### src/rtl/result_byte_port_pkg.sv
`timescale 1ns/1ps
package result_byte_port_pkg;

  // Strobes passed from the read control to the byte datapath
  typedef struct packed {
    logic drive;   // bus is being read this cycle
    logic hiByte;  // high half selected
  } portStrobe_t;

endpackage

### src/rtl/result_byte_port_ctrl.sv
`timescale 1ns/1ps
module result_byte_port_ctrl
  import result_byte_port_pkg::*;
(
  input  logic        clk,
  input  logic        rstN,
  input  logic        csN,
  input  logic        rdN,
  input  logic        hiSel,
  output portStrobe_t strobe,
  output logic        clrReq
);

  logic rdPrev;      // last sampled read level
  logic spanDone;    // a clear already issued in this chip-select span
  logic rdFall;

  assign rdFall = rdPrev & ~rdN & ~csN;

  always_comb begin
    strobe.drive  = ~csN & ~rdN;
    strobe.hiByte = hiSel;
  end

  always_ff @(posedge clk or negedge rstN) begin
    if (!rstN) begin
      rdPrev   <= 1'b1;
      spanDone <= 1'b0;
      clrReq   <= 1'b0;
    end else begin
      rdPrev <= rdN;
      clrReq <= rdFall & ~spanDone;
      if (csN)
        spanDone <= 1'b0;
      else if (rdFall)
        spanDone <= 1'b1;
    end
  end

endmodule

### src/rtl/result_byte_port_dp.sv
`timescale 1ns/1ps
module result_byte_port_dp
  import result_byte_port_pkg::*;
#(
  parameter int RES_W = 12,
  parameter int BUS_W = 8
)(
  input  portStrobe_t      strobe,
  input  logic [RES_W-1:0] resultIn,
  input  logic             bipolar,
  output logic [BUS_W-1:0] busData,
  output logic             busOe
);

  localparam int HI_W   = RES_W - BUS_W;
  localparam int FILL_W = BUS_W - HI_W;

  logic [BUS_W-1:0] hiWord;
  logic [BUS_W-1:0] loWord;
  logic             fillBit;

  assign fillBit = bipolar & resultIn[RES_W-1];
  assign loWord  = resultIn[BUS_W-1:0];
  assign hiWord[HI_W-1:0] = resultIn[RES_W-1:BUS_W];

  generate
    if (FILL_W > 0) begin : g_fill
      for (genvar i = HI_W; i < BUS_W; i++) begin : g_bit
        assign hiWord[i] = fillBit;
      end
    end
  endgenerate

  always_comb begin
    busOe = strobe.drive;
    if (!strobe.drive)
      busData = '0;
    else if (strobe.hiByte)
      busData = hiWord;
    else
      busData = loWord;
  end

endmodule

### src/rtl/result_byte_port.sv
`timescale 1ns/1ps
module result_byte_port
  import result_byte_port_pkg::*;
#(
  parameter int RES_W = 12,
  parameter int BUS_W = 8
)(
  input  logic             clk,
  input  logic             rstN,
  input  logic             csN,
  input  logic             rdN,
  input  logic             hiSel,
  input  logic [RES_W-1:0] resultIn,
  input  logic             bipolar,
  output logic [BUS_W-1:0] busData,
  output logic             busOe,
  output logic             clrReq
);

  portStrobe_t strobe;

  result_byte_port_ctrl u_ctrl (
    .clk    (clk),
    .rstN   (rstN),
    .csN    (csN),
    .rdN    (rdN),
    .hiSel  (hiSel),
    .strobe (strobe),
    .clrReq (clrReq)
  );

  result_byte_port_dp #(.RES_W(RES_W), .BUS_W(BUS_W)) u_dp (
    .strobe   (strobe),
    .resultIn (resultIn),
    .bipolar  (bipolar),
    .busData  (busData),
    .busOe    (busOe)
  );

endmodule

### config.mk
export PLATFORM = sky130hd
export DESIGN_NAME = result_byte_port
export DESIGN_NICKNAME = d
export VERILOG_FILES = /design/src/rtl/result_byte_port_pkg.sv /design/src/rtl/result_byte_port_ctrl.sv /design/src/rtl/result_byte_port_dp.sv /design/src/rtl/result_byte_port.sv
export SDC_FILE = /design/constraint.sdc
export NUM_CORES = 1
export LEC_CHECK = 0
export CAP_MARGIN = 20
export CELL_PAD_IN_SITES_DETAIL_PLACEMENT = 0
export CELL_PAD_IN_SITES_GLOBAL_PLACEMENT = 1
export CORE_MARGIN = 4
export CORE_UTILIZATION = 17
export CTS_CLUSTER_DIAMETER = 200
export DETAILED_ROUTE_END_ITERATION = 10
export PLACE_DENSITY_LB_ADDON = 0.12
export SYNTH_ARGS = -nofsm -noshare
export SYNTH_HDL_FRONTEND = slang
export SYNTH_HIERARCHICAL = 1
export SYNTH_SLANG_ARGS = --single-unit
### constraint.sdc
create_clock -name clk -period 1.3 [get_ports clk]
set_input_delay 0.26 -clock clk [delete_from_list [all_inputs] [get_ports clk]]
set_output_delay 0.26 -clock clk [all_outputs]
set_load 0.02 [all_outputs]
==> impl_metrics.env <==
export IMPL_status="finished clean"
export IMPL_die_width_um=47.4
export IMPL_finalSetupViolCount=0
export IMPL_holdWs_ps=209
export IMPL_cts_root_buf="clkbuf_4"
export IMPL_slew_headroom_pct=86.3
export IMPL_total_power_mw=0.403
export IMPL_avgSynthCellArea_sq_um=10.2
export IMPL_num_io_pins=28
export IMPL_layout_nets=77
export IMPL_final_util_pct=42.0
export IMPL_p_leak_nw=0.311
export IMPL_clock_sinks=3
export IMPL_rows=13
export IMPL_crit_fanout=5
export IMPL_coreArea_sq_um=1380
export IMPL_drt_iter0_markers=0
export IMPL_grt_pass1_vias=348
export IMPL_gr_usage_all_layers_pct=9.52
export IMPL_cp_start_kind="input pin"
export IMPL_grt_max_degree=8
export IMPL_ant_nets=0
export IMPL_finalInstanceArea_sq_um=581
export IMPL_post_drt_via_cell_ratio=4.30
export IMPL_path_clk_slew_ps=40
export IMPL_yosysUniqueCellTypes=14
export IMPL_power_density_nw_per_um2=694
export IMPL_clk_latency_ps=230
export IMPL_route_detailed_drc=0
export IMPL_via_count=314
export IMPL_grt_ovfl_total=0
export IMPL_yosysTopAreaCell="dfrtp_1"
export IMPL_synthCells=26
export IMPL_hold_buffers=0
export IMPL_synth_area_sq_um=264
export IMPL_die_area_sq_um=2250
export IMPL_pwr_share_comb_pct=34.4
export IMPL_peakVddDrop_v=0.000160
export IMPL_totalWireLength_um=906
export IMPL_fin_crit_sh_pct=98.5
export IMPL_power_share_sequential_pct=25.7
export IMPL_critPathArrivalTime_ps=1020
export IMPL_flow_area_growth_from_synthesis_pct=120
export IMPL_dp_hpwl_um=802
export IMPL_diodes=0
export IMPL_synth_top_area_share_pct=19.0
export IMPL_first_pass_iters=1
export IMPL_ys_top_cells_by_area="dfrtp_1 19%, mux2i_1 15%, nor2b_1 12%"
export IMPL_cts_tree="built"
export IMPL_place_congestion=0.638
export IMPL_synth_seq_cells=3
export IMPL_pre_cts_slack_ps=-891
export IMPL_achievable_frequency_mhz=781
export IMPL_holdCritPathClass="in -> async"
export IMPL_final_cell_mix="9 x dlygate4sd2_1, 7 x buf_6, 7 x buf_4, 5 x clkdlybuf4s50_1"
export IMPL_worst_pin_slew_ps=206
export IMPL_maxSlewViolCount=0
export IMPL_clkPwrFrac_pct=40.0
export IMPL_antenna_found_initial=0
export IMPL_drive_gt1_share_pct=48.3
export IMPL_cellInternalPower_mw=0.297
export IMPL_worst_slack_ps=19.1
export IMPL_clockBufferDepth=2
export IMPL_cp_required_ps=1040
export IMPL_yosysSeqAreaShare_pct=28.9
export IMPL_rsz0062_at_grt="yes"
export IMPL_swShare_pct=26.3
export IMPL_avgRoutedWirePerCell_um=12.4
export IMPL_worst_clock_skew_ps=0.206
export IMPL_criticalPathCategory="in -> out"
export IMPL_yosysWarnings=6
export IMPL_syn_nets=44
export IMPL_power_switching_mw=0.106
export IMPL_numPortBuffers=27
export IMPL_critPathCaptureType="primary output"
export IMPL_fp_dieH_um=47.4
export IMPL_cap_violations=0
export IMPL_hold_viol_final=0
export IMPL_grt_pass1_wl_mm=1.31
export IMPL_cts_made_buffers=3
export IMPL_htree_levels=1
export IMPL_initial_core_util_pct=19.1
export IMPL_postPlaceCellArea_sq_um=557
export IMPL_fin_crit_ps=1280
export IMPL_final_common_cell="dlygate4sd2_1"
==> metal layers <==
layer	global-route usage [%]	up-vias	share of wire (%)	wire length, um
met5	0	-	0	0
met1	6.94	142	28	250
met4	11.6	0	2.4	22
li1	-	150	-	-
met3	5.36	2	13	119
met2	15.5	20	57	514
==> logic make-up after synthesis <==
family                 after synthesis  share of synthesized area, %
and+or+nand+nor                      9                          26.5
AOI/OAI and AO/OA                    5                          16.6
buffers and inverters                5                          12.8
muxes                                4                          15.2
DFF                                  3                          28.9
==> repair_timing <==
item                                    CTS  global route
endpoints found under the hold margin     0             0
resized for setup                        69             6
endpoints found under the setup margin   10             7
pin swaps                                 5             0
cloned                                    0             0
setup buffers                             0             0
==> critical path, cell delays in order <==
cell	delay, ps
buf_6	100
nor2_4	90
buf_6	110
and4_4	230
a31o_1	110
buf_6	110
==> flip-flops by register name, summed over array words and instances (netlist names) <==
name,cells
u_ctrl/spanDone,1
u_ctrl/rdPrev,1
u_ctrl/clrReq,1
==> layout make-up <==
| type | count | area (sq um) |
|---|---|---|
| clock buffers | 4 | 26.3 |
| well taps | 15 | 18.8 |
| inverters | 2 | 7.51 |
| fillers | 145 | 802 |
| multi-input cells | 18 | 164 |
| repair buffers | 31 | 288 |
| flip-flops and latches | 3 | 76.3 |
==> cells in the mapped netlist <==
master	count
and4_4	1
dfrtp_1	2
nor3_2	1
a31o_1	1
dfstp_2	1
buf_4	2
buf_6	1
a21oi_2	1
nor2b_1	5
nand2b_4	1
inv_1	2
a21o_2	3
nor2_1	1
mux2i_1	4
==> through the flow <==
stage / instances / setup TNS [ps]
floorplan: 26 / 0
global placement: 69 / -6960
detailed placement: 69 / -7230
CTS: 73 / -13.6
global route: 73 / -19.4
finish: 73 / 0
==> power by group through the flow <==
stage          combinational [mW]  sequential, mW  clock, mW
4_1_cts                     0.139           0.104      0.172
3_5_place_dp                0.148           0.105          0
3_3_place_gp                0.143           0.104          0
6_report                    0.139           0.103      0.161
2_1_floorplan              0.0570           0.105          0
5_1_grt                     0.149           0.104      0.180
==> path summary, 6_finish.rpt <==
kind	from	end	slack [ps]	depth (start not counted)
min	rstN	u_ctrl/spanDone$_DFFE_PN0P_	210	1
max reg2reg	u_ctrl/rdPrev$_DFF_PN1_	u_ctrl/spanDone$_DFFE_PN0P_	500	2
max	rdN	busData[6]	20	6
min reg2reg	u_ctrl/spanDone$_DFFE_PN0P_	u_ctrl/clrReq$_DFF_PN0_	460	1
max in group asynchronous	rstN	u_ctrl/rdPrev$_DFF_PN1_	870	1
min in group clk	rdN	u_ctrl/rdPrev$_DFF_PN1_	240	2
(Power assumes the default switching activity.)
